===== config.mk =====
export PLATFORM = sky130hd
export DESIGN_NAME = pchk_top
export DESIGN_NICKNAME = d
export VERILOG_FILES = /design/src/rtl/pchk_pkg.sv /design/src/rtl/pchk_fetch.sv /design/src/rtl/pchk_pattern.sv /design/src/rtl/pchk_bytecnt.sv /design/src/rtl/pchk_top.sv
export SDC_FILE = /design/constraint.sdc
export NUM_CORES = 1
export LEC_CHECK = 0
export BUFFER_PORTS_ARGS = -buffer_cell sky130_fd_sc_hd__buf_2
export CAP_MARGIN = 20
export CORE_UTILIZATION = 59
export CTS_BUF_LIST = sky130_fd_sc_hd__clkbuf_4 sky130_fd_sc_hd__clkbuf_8
export CTS_CLUSTER_SIZE = 8
export DETAILED_ROUTE_END_ITERATION = 10
export GPL_ROUTABILITY_DRIVEN = 0
export GPL_TIMING_DRIVEN = 1
export PLACE_DENSITY = 0.91
export SKIP_LAST_GASP = 1
export SYNTH_ARGS = -nofsm -noshare
export SYNTH_HDL_FRONTEND = slang
export SYNTH_SLANG_ARGS = --single-unit

===== constraint.sdc =====
create_clock -name clk -period 2.2 [get_ports clk]
set_input_delay 0.22 -clock clk [delete_from_list [all_inputs] [get_ports clk]]
set_output_delay 0.22 -clock clk [all_outputs]
set_load 0.005 [all_outputs]

===== src/rtl/pchk_pkg.sv =====
package pchk_pkg;
  localparam int DEF_DATA_W = 32;
  localparam int DEF_CNT_W  = 32;
  // pipeline stages between pop and compare
  localparam int CMP_LAT    = 2;

  function automatic int bytes_per_word(input int data_w);
    return data_w / 8;
  endfunction
endpackage


===== src/rtl/pchk_fetch.sv =====
module pchk_fetch #(
  parameter int DATA_W = pchk_pkg::DEF_DATA_W,
  parameter int LAT    = pchk_pkg::CMP_LAT
) (
  input  logic              clk,
  input  logic              rst_n,
  input  logic              fifo_empty,
  input  logic [DATA_W-1:0] fifo_rd_data,
  output logic              fifo_rd_en,
  output logic              cmp_vld,
  output logic [DATA_W-1:0] cmp_data
);
  logic [LAT:0] vld_dly;
  logic [DATA_W-1:0] data_q;

  assign fifo_rd_en = ~fifo_empty;
  assign vld_dly[0] = fifo_rd_en;

  for (genvar s = 1; s <= LAT; s++) begin : g_dly
    always_ff @(posedge clk or negedge rst_n) begin
      if (!rst_n) vld_dly[s] <= 1'b0;
      else        vld_dly[s] <= vld_dly[s-1];
    end
  end

  // FIFO data is live in the cycle after the pop
  always_ff @(posedge clk or negedge rst_n) begin
    if (!rst_n)          data_q <= '0;
    else if (vld_dly[1]) data_q <= fifo_rd_data;
  end

  assign cmp_vld  = vld_dly[LAT];
  assign cmp_data = data_q;
endmodule


===== src/rtl/pchk_pattern.sv =====
module pchk_pattern #(
  parameter int DATA_W = pchk_pkg::DEF_DATA_W
) (
  input  logic              clk,
  input  logic              rst_n,
  input  logic              restart,
  input  logic              step,
  output logic [DATA_W-1:0] exp_word
);
  always_ff @(posedge clk or negedge rst_n) begin
    if (!rst_n)       exp_word <= '0;
    else if (restart) exp_word <= '0;
    else if (step)    exp_word <= exp_word + DATA_W'(1);
  end
endmodule


===== src/rtl/pchk_bytecnt.sv =====
module pchk_bytecnt #(
  parameter int CNT_W = pchk_pkg::DEF_CNT_W,
  parameter int STEP  = 4
) (
  input  logic             clk,
  input  logic             rst_n,
  input  logic             clr,
  input  logic             inc,
  output logic [CNT_W-1:0] count
);
  localparam logic [CNT_W-1:0] STEP_V = CNT_W'(STEP);

  always_ff @(posedge clk or negedge rst_n) begin
    if (!rst_n)   count <= '0;
    else if (clr) count <= '0;
    else if (inc) count <= count + STEP_V;
  end
endmodule


===== src/rtl/pchk_top.sv =====
module pchk_top #(
  parameter int DATA_W = pchk_pkg::DEF_DATA_W,
  parameter int CNT_W  = pchk_pkg::DEF_CNT_W
) (
  input  logic              clk,
  input  logic              rst_n,
  input  logic              soft_clr,
  input  logic              fifo_empty,
  output logic              fifo_rd_en,
  input  logic [DATA_W-1:0] fifo_rd_data,
  input  logic              cmd_wr,
  input  logic              cmd_verify,
  output logic              verify_en,
  output logic              fail,
  output logic [CNT_W-1:0]  rx_bytes
);
  localparam int BPW = pchk_pkg::bytes_per_word(DATA_W);

  logic              cmp_vld;
  logic [DATA_W-1:0] cmp_data;
  logic [DATA_W-1:0] exp_word;
  logic              mismatch;

  pchk_fetch #(.DATA_W(DATA_W), .LAT(pchk_pkg::CMP_LAT)) u_fetch (
    .clk(clk), .rst_n(rst_n), .fifo_empty(fifo_empty),
    .fifo_rd_data(fifo_rd_data), .fifo_rd_en(fifo_rd_en),
    .cmp_vld(cmp_vld), .cmp_data(cmp_data)
  );

  pchk_pattern #(.DATA_W(DATA_W)) u_pattern (
    .clk(clk), .rst_n(rst_n), .restart(soft_clr),
    .step(cmp_vld), .exp_word(exp_word)
  );

  pchk_bytecnt #(.CNT_W(CNT_W), .STEP(BPW)) u_bytes (
    .clk(clk), .rst_n(rst_n), .clr(cmd_wr),
    .inc(fifo_rd_en), .count(rx_bytes)
  );

  assign mismatch = cmp_vld && verify_en && (cmp_data != exp_word);

  always_ff @(posedge clk or negedge rst_n) begin
    if (!rst_n)      verify_en <= 1'b0;
    else if (cmd_wr) verify_en <= cmd_verify;
  end

  always_ff @(posedge clk or negedge rst_n) begin
    if (!rst_n)        fail <= 1'b0;
    else if (cmd_wr)   fail <= 1'b0;
    else if (mismatch) fail <= 1'b1;
  end
endmodule


# [Word level (Yosys, flattened, before mapping)]
# Cells that the tools add are included.
[op_classes] n_addsub=2 n_mul=0 div=0 n_lt_le_gt_ge=0 eq_ne=2 shift=0 muxes=6 n_bitwise=1 reduce_logical=4
[ops] cell="2-to-1 mux 32 bit" count=4
[ops] cell="adder 32 x 1 -> 32 bit (second input constant)" count=1
[ops] cell="adder 32 x 3 -> 32 bit (second input constant)" count=1
[ops] cell="inequality test 32 bit" count=1
[ops] cell="nonzero test 2 bit" count=2
[ops] cell="logical AND 1 bit" count=2
[ops] cell="2-to-1 mux 1 bit" count=2
[ops] cell="inequality test 2 x 1 -> 1 bit (second input constant)" count=1
[ops] cell="NOT 1 bit" count=1
[totals] ff_bits=100 latchBits=0 ram_bits=0 rom_bits=0 word_cells=22 mem_count=0

# [Logic depth before layout (Yosys ltp)]
# Gate-level depths: netlist (run 1).
[depth] word_depth=4 depth_mapped=7 depth_no_buf=6

# [Cells and area by module]
# From an unflattened synthesis (run 1), not the netlist that was laid out.
[unflattened] cells_unflattened=459 hier_area_um2=5121.2
[modules_own_cells] module="pchk_pattern" n_inst=1 cells_per_inst=176 area_each_um2=1680.4 seq_area_each_um2=800.8
[modules_own_cells] module="pchk_bytecnt" n_inst=1 cells_per_inst=163 area_each_um2=1616.6 seq_area_each_um2=750.7
[modules_own_cells] module="pchk_fetch" n_inst=1 cells_per_inst=71 area_each_um2=1398.8 seq_area_each_um2=850.8
[modules_own_cells] module="pchk_top" n_inst=1 cells_per_inst=49 area_each_um2=425.4 seq_area_each_um2=50.0

# [Worst setup path after synthesis (run 1)]
# Ideal clock, no wire load.
[synth_timing] path_kind="reg2reg" from="register u_pattern.exp_word[0]" to="register u_pattern.exp_word[26]" setup_time_ps=132 arrival_ps=1484 t_required_ps=2068 path_slack_ps=584 path_stages_with_launch=7 path_buffers=0 path_cell_list="dfrtp_1 > ha_1 > o211ai_1 > nor4_4 > nand4_1 > xor2_1 > nor2_1"
[synth_via] elab_chain_cells=3
[synth_rtl] item="start, declared" line_no="pchk_pattern.sv:8" rtl="output logic [DATA_W-1:0] exp_word"
[synth_rtl] item="start signal, assigned" line_no="pchk_pattern.sv:13" rtl="else if (step) exp_word <= exp_word + DATA_W'(1);"
[synth_rtl] item="adder 32 x 1 -> 32 bit" line_no="pchk_pattern.sv:13"
[synth_rtl] item="2-to-1 mux 32 bit" line_no="pchk_pattern.sv:13"
[synth_rtl] item="2-to-1 mux 32 bit" line_no="pchk_pattern.sv:12" rtl="else if (restart) exp_word <= '0;"
# No other way between the ends. The select of a mux whose other input is x is not followed.
# A chain may end at the register's enable or synchronous reset.

# [Final worst setup path (run 1)]
[layout_timing] from="register u_pattern.exp_word[1]" to="register u_pattern.exp_word[14]"
# Same word-level chain as after synthesis.

==> results of run 1 <==
power by group through the flow:
stage	Sequential, W	Combinational (W)	Clock [W]
floorplan	0.00195	0.000157	0
global placement	0.00197	0.000262	0
detailed placement	0.00197	0.000271	0
CTS	0.00194	0.000274	0.00127
global route	0.00194	0.000298	0.00134
finish	0.00194	0.000271	0.00125
worst max-delay path, delay by kind of cell (launching register included):
kind            cells  cell delay, ns
compound gates      1            0.17
xor+xnor            1            0.21
fa+ha+maj           1            0.22
flops               1            0.44
simple gates        3            0.87
sequential cells by signal (all words and copies together), names as in the netlist:
signal              flops
fail                    1
u_bytes.count          30
u_fetch.cmp_data       32
u_fetch.cmp_vld         1
u_fetch.vld_dly         1
u_pattern.exp_word     32
verify_en               1
placed cells by master, fill, tap and decap left out, types with 3 or more instances in the layout:
master / synthesis / layout
and3_1: 9 / 9
and4_1: 3 / 3
dfrtp_1: 98 / 98
nand4_1: 23 / 23
nor3_1: 4 / 4
buf_4: 2 / 8
nor4_1: 9 / 9
xnor2_1: 9 / 9
mux2_2: 33 / 33
xor2_1: 81 / 81
nor2_1: 69 / 69
nor4_4: 5 / 5
inv_1: 4 / 4
nor2b_1: 3 / 3
clkbuf_8: 0 / 9
buf_2: 7 / 69
nand2_1: 20 / 20
nand3_1: 22 / 22
cell usage after synthesis:
library cell	n
dfrtp_1	98
xor2_1	81
nor2_1	69
mux2_2	33
nand4_1	23
nand3_1	22
nand2_1	20
and3_1	9
nor4_1	9
xnor2_1	9
buf_2	7
clkbuf_1	7
nor4_4	5
inv_1	4
nor3_1	4
and4_1	3
buf_1	3
nor2b_1	3
a21oi_1	2
and2_1	2
buf_4	2
ha_1	2
mux2i_1	2
nand4_4	2
o21ai_0	2
or3_1	2
conb_1	1
nand3b_1	1
nor3b_1	1
nor4bb_1	1
o2111ai_1	1
o211ai_1	1
o22ai_1	1
or2_2	1
final timing paths:
| check | from | end | depth (start not counted) |
|---|---|---|---|
| worst max register to register | u_pattern.exp_word[1]$_DFFE_PN0P_ | u_pattern.exp_word[14]$_DFFE_PN0P_ | 6 |
| worst min register to register | u_fetch.cmp_data[29]$_DFFE_PN0P_ | u_fetch.cmp_data[29]$_DFFE_PN0P_ | 1 |
| min in group asynchronous | rst_n | u_fetch.cmp_data[28]$_DFFE_PN0P_ | 2 |
| worst min-delay path | fifo_rd_data[23] | u_fetch.cmp_data[23]$_DFFE_PN0P_ | 2 |
| max in group asynchronous | rst_n | u_pattern.exp_word[20]$_DFFE_PN0P_ | 3 |
| worst max-delay path | u_pattern.exp_word[1]$_DFFE_PN0P_ | u_pattern.exp_word[14]$_DFFE_PN0P_ | 6 |
cells by family (layout without fill, tap and decap cells):
| group | count (synthesis) | after routing | synth area share (%) |
|---|---|---|---|
| simple gates | 177 | 177 | 20.3 |
| flops | 98 | 98 | 51.3 |
| xor+xnor | 90 | 90 | 16.5 |
| mux | 35 | 35 | 8.20 |
| buf+inv | 23 | 98 | 2.15 |
| compound gates | 7 | 7 | 0.891 |
| fa+ha+maj | 2 | 2 | 0.524 |
| other cells | 1 | 2 | 0.0785 |
stage by stage:
stage | hold slack [ns] | instances | worst slack, ns
after global placement | 0.0965 | 595 | 0.356
after detailed placement | 0.104 | 595 | 0.280
after CTS | 0.0662 | 611 | 0.182
final | 0.0797 | 611 | 0.176
after global routing | 0.0599 | 611 | 0.0000326
after floorplan | -0.0756 | 434 | 0.584
per-layer routing:
layer | vias to the layer above | global-route usage [%] | share of wire [%]
met5 | - | 0 | 0
li1 | 1604 | - | -
met3 | 17 | 6.05 | 6.1
met2 | 105 | 42.2 | 50
met4 | 0 | 6.90 | 1.5
met1 | 1659 | 33.4 | 42
final cells by class:
type | instances | area share [%]
Clock inverter | 5 | 1.46
Sequential cell | 98 | 44.9
Timing Repair Buffer | 79 | 7.96
Multi-Input combinational cell | 313 | 40.7
Inverter | 4 | 0.275
Clock buffer | 10 | 2.40
Tap cell | 102 | 2.33
==> metrics.log, run 1 <==
[metrics] number of setup violations in the final report: 0
[metrics] library cell contributing the largest single delay on the critical path: nor4_4
[metrics] clock-pin slew on the worst setup and hold paths: roughly 0.090 ns
[metrics] number of sinks handled by clock tree synthesis: 98
[metrics] data required time of the critical path: 2.44 ns
[metrics] combined area of the multi-input logic cells: 0.00223 mm2
[metrics] sequential fraction of the synthesis area: a little over 50%
[metrics] number of buffers between clock root and the deepest sink: 2
[metrics] proportion of power drawn by combinational gates: 7.8%
[metrics] post-layout instance area: ~0.0055 mm2
[metrics] drt first pass iters: 4
[metrics] Sw Pwr: 0.000804 W
[metrics] number of antenna repair diodes: 0
[metrics] post-CTS repair timing setup buffer count: 0
[metrics] Via-to-Cell Ratio: 5.54
[metrics] Cell variety after synth: 34
[metrics] signal arrival time at the worst endpoint: approximately 2.3 ns
[metrics] routed length per placed instance: approximately 16 um
[metrics] maximum clock frequency: 0.494 GHz
[metrics] normalized max-slew margin: 56.4%
[metrics] I/O Buffers: 70
[metrics] pin count of the biggest net entering global routing: between 50 and 60
[metrics] reg-to-reg slack, setup: about 0.18 ns
[metrics] unrepaired setup endpoints after global routing: false
[metrics] worst vdd rail ir drop: 0.363 mV
[metrics] class of the most critical setup path: flop to flop
[metrics] Total Die Area: 0.00846 mm2
[metrics] total standard cell area after synthesis: around 0.0048 mm2
[metrics] Crit path largest cell delay: around 0.59 ns
[metrics] Die H: between 90 and 100 um
[metrics] cell types with the largest area share after synthesis: dfrtp_1 (51%), xor2_1 (15%), mux2_2 (7.8%)
[metrics] Antenna Violating Nets Remaining: 0
[metrics] final core utilization: between 70% and 80%
[metrics] transition at the pin with the smallest max-transition slack: about 0.65 ns
[metrics] launching element type of the critical path: flop
[metrics] maximum fanout along the worst path: 10
[metrics] H-tree level count: 3
[metrics] status: finished, final reports clean
[metrics] min cycle time layout: roughly 2 ns
[metrics] biggest area consumer among synthesized cells: dfrtp_1
[metrics] Hold Buf Count CTS: 1
[metrics] number of top-level pins: 73
[metrics] net switching fraction of the power: a little under a quarter
[metrics] top-area cell type share of the netlist area: 51.3%
[metrics] Worst-Skew Late Latency: approximately 0.36 ns
[metrics] Power Density: 631 mW/mm2
[metrics] cell-by-cell listing of the critical path: ha_1 -> o211ai_1 -> nor4_4 -> nand3_1 -> xor2_1 -> nor2_1
[metrics] Hold WC Path Type: input port to flop
[metrics] Detailed Route WL: approximately 10000 um
[metrics] part of the cycle the worst path needs: around 92%
[metrics] syn_area_per_cell: ~11 um2
[metrics] FP Rows: 32
[metrics] share of cells above drive strength 1: between 20% and 30%
[metrics] Yosys warning total: 0
[metrics] gr ovfl total: 0
[metrics] number of buffers added by the clock tree synthesis step: 9
[metrics] signed area change from the synthesized netlist to the final layout: 14.5%
[metrics] number of flip-flops and latches in the synthesized netlist: between 90 and 100
[metrics] detailed-route via count: 3385
[metrics] Worst Clk Skew: ~0.013 ns
[metrics] final setup TNS: 0 ns
[metrics] via count of the first global-routing pass: 3460
[metrics] Root Buffer: clkbuf_8
[metrics] starting density of the core: roughly three fifths
[metrics] post_cts resized: 0
[metrics] Pleak: 2.67 nW
[metrics] number of standard cells after synthesis: roughly 430
[metrics] share of total power in the clock network: between 30 and 40%
[metrics] endpoint class of the critical path: flop
[metrics] number of max-cap violations: 0
[metrics] Internal Dissipation: ~0.0026 W
[metrics] wire length of the first global-routing pass: approximately 17000 um
[metrics] Core Area: a little under 0.008 mm2
[metrics] final max-slew violation count: 0
[metrics] number of design-rule violations left by the first detailed-router iteration: approximately 160
[metrics] sequential power share: about 56%
[metrics] area of all sequential standard cells: approximately 0.0025 mm2
[metrics] number of fill cells in the layout: ~560
[metrics] initial antenna violation count: 0
[metrics] die width: 92.0 um
[metrics] Final Net Count: roughly 550
[metrics] Placed Area: roughly 0.0052 mm2
[metrics] TritonCTS clock tree: built
[metrics] HPWL after DPL: 7030 um
[metrics] Hold Fails Final Rpt: 0
[metrics] total power of the final layout: roughly 0.0035 W
[metrics] combined global-route utilization of all metal layers: about 25%
[metrics] DRC Markers: 0
(Power assumes the default switching activity.)
==> run 2: changes to the inputs <==
Settings changed: ABC_AREA from default to 1, CORE_UTILIZATION 59 to 60, PLACE_DENSITY 0.91 to 0.92.
==> run 2 against run 1 <==
Net effect: utilization up 0.50 points; cell count increased by 37%; die area is 7.2% higher; total power down 1.4%; sequential power barely moved; via count rose by 42%; cell area up 7.6%.
==> metrics.log, run 2 <==
[metrics] status: finished, final reports clean
[metrics] routed length per placed instance: between 10 and 15 um
[metrics] fin cells: around 840
[metrics] normalized max-slew margin: a little over three fifths
[metrics] number of setup violations in the final report: 0
[metrics] number of fill cells in the layout: just over 600
[metrics] number of flip-flops and latches in the synthesized netlist: a little under 100
[metrics] met2 wire len: 6170 um
[metrics] Hold WC Path Type: input port to flop
[metrics] sequential fraction of the synthesis area: a little under half
[metrics] library cell contributing the largest single delay on the critical path: dfrtp_1
[metrics] Final Net Count: 770
[metrics] most common cell after layout, fill and taps aside: nand2_1
[metrics] starting density of the core: between 60% and 70%
[metrics] Detailed Route WL: 12200 um
[metrics] number of instances in the placed design: 823
[metrics] Cell variety after synth: 35
[metrics] crit path buf inv count: 0
[metrics] min cycle time layout: roughly 1.9 ns
[metrics] wire length of the first global-routing pass: just over 20000 um
[metrics] post_cts resized: 0
[metrics] Pleak: between 2 and 3 nW
[metrics] number of buffers between clock root and the deepest sink: 2
[metrics] Total Die Area: 0.00907 mm2
[metrics] CP dominant cell by count: nand2_1
[metrics] Met3 Wirelength: between 900 and 1000 um
[metrics] I/O Buffers: 70
[metrics] number of antenna repair diodes: 0
[metrics] gr ovfl total: 0
[metrics] part of the cycle the worst path needs: around 84%
[metrics] H-tree level count: 3
[metrics] TritonCTS clock tree: built
[metrics] pin count of the biggest net entering global routing: between 50 and 60
[metrics] cell with the most instances after synthesis: nand2_1
[metrics] post-CTS repair timing setup buffer count: 0
[metrics] biggest area consumer among synthesized cells: dfrtp_1
[metrics] number of max-cap violations: 0
[metrics] die width: 95.2 um
[metrics] drt first pass iters: 7
[metrics] transition at the pin with the smallest max-transition slack: between 0.5 and 0.6 ns
[metrics] Die H: between 90 and 100 um
[metrics] number of sinks handled by clock tree synthesis: 98
[metrics] unrepaired setup endpoints after global routing: false
[metrics] Yosys warning total: 0
[metrics] HPWL after DPL: approximately 9400 um
[metrics] Worst Clk Skew: 0.0190 ns
[metrics] Antenna Violating Nets Remaining: 0
[metrics] detailed-route via count: 4804
[metrics] total standard cell area after synthesis: 0.00522 mm2
[metrics] uppermost routed layer: met4
[metrics] Metal-1 WL: 4710 um
[metrics] launching element type of the critical path: flop
[metrics] Power Density: just under 600 mW/mm2
[metrics] proportion of synthesized flip-flops having asynchronous set or reset: between 90% and 100%
[metrics] final max-slew violation count: 0
[metrics] Worst Hold Margin: approximately 0.06 ns
[metrics] number of standard cells after synthesis: ~660
[metrics] syn_area_per_cell: ~8 um2
[metrics] Worst-Skew Late Latency: 0.37 ns
[metrics] Root Buffer: clkbuf_8
[metrics] signal arrival time at the worst endpoint: roughly 2.1 ns
[metrics] prevailing post-synth register cell: dfrtp_1
[metrics] Core Area: between 0.008 and 0.009 mm2
[metrics] area of all sequential standard cells: between 0.002 and 0.0025 mm2
[metrics] clock-pin slew on the worst setup and hold paths: approximately 0.10 ns
[metrics] FP Rows: 33
[metrics] via count of the first global-routing pass: approximately 4600
[metrics] signed area change from the synthesized netlist to the final layout: 12.8%
[metrics] number of design-rule violations left by the first detailed-router iteration: about 350
[metrics] class of the most critical setup path: flop to flop
[metrics] number of buffers added by the clock tree synthesis step: 9
[metrics] Hold Fails Final Rpt: 0
[metrics] combined global-route utilization of all metal layers: just under 30%
[metrics] cell types with the largest area share after synthesis: dfrtp_1 (47%), nand2_1 (11%), inv_1 (6.3%)
[metrics] initial antenna violation count: 0
[metrics] maximum clock frequency: around 0.54 GHz
[metrics] most frequent cells after synthesis: nand2_1 (157), dfrtp_1 (98), inv_1 (88)
[metrics] final setup TNS: 0 ns
[metrics] maximum fanout along the worst path: 5
[metrics] endpoint class of the critical path: flop
[metrics] EDFF count, synth: 0
[metrics] top-area cell type share of the netlist area: between 40 and 50%
[metrics] data required time of the critical path: roughly 2.5 ns
[metrics] combined area of the multi-input logic cells: 0.00235 mm2
[metrics] Via-to-Cell Ratio: around 5.7
[metrics] Crit path largest cell delay: just over 0.4 ns
[metrics] share of cells above drive strength 1: between 10% and 20%
[metrics] number of top-level pins: between 70 and 80
[metrics] DRC Markers: 0
[metrics] cell-by-cell listing of the critical path: nand2_1 -> nor3_1 -> nand3_1 -> nor3_1 -> nand2_1 -> nand2_1 -> nand2_1 -> nor2_1
[metrics] family with the most delay on the worst path: simple AND/OR/NAND/NOR gates
[metrics] most used cells in the layout excluding fill and tap cells: nand2_1 (157), dfrtp_1 (98), inv_1 (88), nor2_1 (76), buf_2 (69)
[metrics] worst vdd rail ir drop: 0.355 mV
==> run 2: cells by family (layout without fill, tap and decap cells) <==
kind of cell	after synthesis	in the layout	share of synthesized area, %
AO/OA/AOI/OAI	96	96	10.0
XOR/XNOR	23	23	3.86
adder cells (fa/ha/maj)	2	2	0.480
buffers and inverters	106	180	8.06
flip-flops	98	98	47.0
multiplexers	23	23	4.97
other	1	2	0.0719
AND/OR/NAND/NOR	310	310	25.5
==> run 2: tightest hold or removal path, cell delays in order <==
cell and delay (ns):
buf_2 0.08, nand2_1 0.04, o21ai_0 0.06
==> run 2: worst paths after layout <==
path                                                      endpoint  slack [ns]  depth (start not counted)                               start
worst min-delay path              u_fetch.cmp_data[21]$_DFFE_PN0P_        0.06                          3                    fifo_rd_data[21]
worst max register to register  u_pattern.exp_word[27]$_DFFE_PN0P_        0.35                          8  u_pattern.exp_word[18]$_DFFE_PN0P_
worst max-delay path            u_pattern.exp_word[27]$_DFFE_PN0P_        0.35                          8  u_pattern.exp_word[18]$_DFFE_PN0P_
worst min register to register        u_bytes.count[5]$_DFFE_PN0N_        0.52                          1        u_bytes.count[5]$_DFFE_PN0N_
min in group asynchronous          u_fetch.cmp_data[8]$_DFFE_PN0P_        0.39                          2                               rst_n
max in group asynchronous       u_pattern.exp_word[13]$_DFFE_PN0P_        1.11                          3                               rst_n
==> run 2: through the flow <==
stage          utilization, %  setup slack (ns)  cell area, um2  power [W]
6_report                 70.9             0.350            5880    0.00340
5_1_grt                  70.9             0.132            5880    0.00356
4_1_cts                  70.9             0.423            5880    0.00343
3_5_place_dp             68.4             0.436            5680    0.00227
3_3_place_gp             68.4             0.531            5680    0.00224
2_1_floorplan               -             0.668            5220    0.00213
==> run 2: repair_timing <==
action,CTS,global route
endpoints found under the hold margin,41,0
setup endpoints to repair,0,0
hold buffers,1,0
==> run 2: layer usage <==
metal,GRT usage [%],up-vias
met5,0,-
met4,14.0,0
met3,6.38,43
met2,50.4,260
met1,36.0,2252
li1,-,2249
==> run 2: layout make-up <==
type                    instances  area share, %
flip-flops and latches         98           41.7
clock buffers                  11           2.47
inverters                      90           5.74
clock inverters                 4          0.872
well taps                     105           2.23
repair buffers                 75           7.10
multi-input cells             456           39.9
==> run 2: power breakdown <==
| group | total, W | internal (W) | switching [W] |
|---|---|---|---|
| Combinational | 0.000304 | 0.000140 | 0.000164 |
| Clock | 0.00117 | 0.000566 | 0.000609 |
| Sequential | 0.00192 | 0.00187 | 0.0000558 |
==> run 3: changes to the inputs <==
Settings changed: CORE_UTILIZATION 60 to 54, PLACE_DENSITY 0.92 to 0.88.
Clock period 2.2 ns to 1.6 ns, I/O delays scaled along.
==> run 3 against run 2 <==
Net effect: the run now ends with hold timing, setup timing left; clock-buffer cell count down 2; first-iteration DRC count is 3.1% lower; cell area grew 12%; sequential power rose by 37%; utilization grew 0.39 points.
==> metrics.log, run 3 (synthesized netlist as in run 2, its figures left out) <==
[metrics] status: complete, but fails checks
[metrics] violated checks: hold timing, setup timing
[metrics] initial antenna violation count: 0
[metrics] hold path depth: 3
[metrics] pin count of the biggest net entering global routing: between 40 and 50
[metrics] area of all sequential standard cells: 0.00246 mm2
[metrics] Root Buffer: clkbuf_8
[metrics] via count of the first global-routing pass: 4915
[metrics] min cycle time layout: around 1.7 ns
[metrics] gr ovfl total: 0
[metrics] class of the most critical setup path: flop to flop
[metrics] crit path buf inv count: 1
[metrics] Core Area: a little over 0.009 mm2
[metrics] Hold Fails Final Rpt: 1
[metrics] number of max-cap violations: 0
[metrics] I/O Buffers: 70
[metrics] endpoint class of the critical path: flop
[metrics] launching element type of the critical path: flop
[metrics] maximum clock frequency: between 0.5 and 0.6 GHz
[metrics] family with the most delay on the worst path: simple AND/OR/NAND/NOR gates
[metrics] starting density of the core: between 50% and 60%
[metrics] FP Rows: 35
[metrics] Die H: 100 um
[metrics] number of instances in the placed design: just under 900
[metrics] number of top-level pins: 73
[metrics] H-tree level count: 3
[metrics] signed area change from the synthesized netlist to the final layout: 26.9%
[metrics] Worst-Skew Late Latency: 0.38 ns
[metrics] total power of the final layout: ~0.0047 W
[metrics] worst setup slack after layout: -0.0735 ns
[metrics] Total Die Area: 0.0101 mm2
[metrics] HPWL after DPL: ~9000 um
[metrics] most used cells in the layout excluding fill and tap cells: nand2_1 (145), dfrtp_1 (92), inv_1 (85), buf_2 (69), nor2_1 (63)
[metrics] TritonCTS clock tree: built
[metrics] number of design-rule violations left by the first detailed-router iteration: 342
[metrics] most common cell after layout, fill and taps aside: nand2_1
[metrics] maximum fanout along the worst path: 4
[metrics] final max-slew violation count: 0
[metrics] Worst Hold Margin: -0.000849 ns
[metrics] Crit path largest cell delay: between 0.4 and 0.5 ns
[metrics] detailed-route via count: 5092
[metrics] library cell contributing the largest single delay on the critical path: dfrtp_1
[metrics] Pleak: around 3.2 nW
[metrics] number of fill cells in the layout: roughly 670
[metrics] Worst Clk Skew: approximately 0.016 ns
[metrics] cell-by-cell listing of the critical path: ha_2 -> nand2_2 -> inv_4 -> nand2_4 -> nor3_4 -> nand3_2 -> o21ai_2 -> nand2_1 -> nor2_1
[metrics] share of cells above drive strength 1: just under 30%
[metrics] combined area of the multi-input logic cells: between 0.002 and 0.003 mm2
[metrics] Power Density: approximately 710 mW/mm2
[metrics] clock-pin slew on the worst setup and hold paths: between 0.1 and 0.15 ns
[metrics] worst vdd rail ir drop: between 0.4 and 0.5 mV
[metrics] unrepaired setup endpoints after global routing: true
[metrics] number of buffers between clock root and the deepest sink: 2
[metrics] routed length per placed instance: approximately 16 um
[metrics] Final Net Count: between 800 and 900
[metrics] Via-to-Cell Ratio: between 5 and 6
[metrics] data required time of the critical path: between 1.5 and 2 ns
[metrics] signal arrival time at the worst endpoint: 1.99 ns
[metrics] part of the cycle the worst path needs: 105%
[metrics] Hold WC Path Type: input port to flop
[metrics] combined global-route utilization of all metal layers: between 20% and 30%
[metrics] Antenna Violating Nets Remaining: 0
[metrics] number of antenna repair diodes: 0
[metrics] DRC Markers: 0
[metrics] number of sinks handled by clock tree synthesis: 98
[metrics] drt first pass iters: 8
[metrics] die width: around 100 um
[metrics] logic depth of the worst register-to-register path: 9
[metrics] Detailed Route WL: ~15000 um
[metrics] wire length of the first global-routing pass: ~22000 um
[metrics] number of setup violations in the final report: 7
[metrics] final core utilization: a little under three quarters
[metrics] number of buffers added by the clock tree synthesis step: 9
[metrics] fin cells: between 900 and 1000
[metrics] stages on the worst setup path: 9
[run 3: changes by cell type in the layout (fill, tap and decap cells not counted), sizes merged]
cell / before / now
bufinv: 1 / 0
buf: 74 / 119
inv: 91 / 94
clkbuf: 11 / 9
clkinv: 1 / 2
dlygate4sd3: 1 / 11
[run 3: area by class of cell]
cell class                 instances  share of cell area, %
sequential                        98                   37.2
timing repair buffer             130                   13.1
clock inverter                     7                  0.889
tap                              129                   2.44
multi-input combinational        456                   39.4
inverter                          90                   5.14
clock buffer                       9                   1.87
[run 3: power breakdown]
part	switching (W)	internal, W	leakage, nW
Sequential	0.0000723	0.00257	1.28
Combinational	0.000249	0.000232	1.79
Clock	0.000960	0.000594	0.0925
Total	0.00128	0.00340	3.16
[run 3: per-stage QoR]
stage	worst slack [ns]	instance area, um2	TNS (ns)
floorplan	0.0679	5220	0
global placement	-0.0361	5900	-0.0361
detailed placement	-0.120	5900	-0.311
CTS	-0.0579	6220	-0.222
global route	-0.206	6620	-1.66
finish	-0.0735	6620	-0.278
[run 3: final timing paths]
path                                                 endpoint                         startpoint  slack (ns)
max                        u_pattern.exp_word[30]$_DFFE_PN0P_  u_pattern.exp_word[1]$_DFFE_PN0P_       -0.07
min                          u_fetch.cmp_data[19]$_DFFE_PN0P_                   fifo_rd_data[19]     -0.0008
max reg2reg                u_pattern.exp_word[30]$_DFFE_PN0P_  u_pattern.exp_word[1]$_DFFE_PN0P_       -0.07
min reg2reg                                  fail$_DFFE_PN0P_                   fail$_DFFE_PN0P_        0.52
max in group asynchronous   u_pattern.exp_word[0]$_DFFE_PN0P_                              rst_n        0.79
min in group asynchronous     u_fetch.cmp_data[4]$_DFFE_PN0P_                              rst_n        0.26
[run 3: worst min-delay path: cells and delay by family]
family                 cells  cell delay (ns)
buffers and inverters      1             0.07
AND/OR/NAND/NOR            1             0.04
AO/OA/AOI/OAI              1             0.06
[run 3: per-layer routing]
metal	vias to the layer above	GRT usage, %	wire, um
li1	2361	-	-
met1	2408	32.8	5630
met5	-	0	0
met3	48	4.04	980
met2	275	46.8	7460
met4	0	15.3	540
[run 3: repair_timing]
item,4_1_cts,5_1_grt
setup buffers,3,18
hold endpoints to repair,36,1
setup endpoints to repair,13,40
hold buffers,10,1
gates cloned,0,0
resized for setup,5,77
pin swaps,1,21
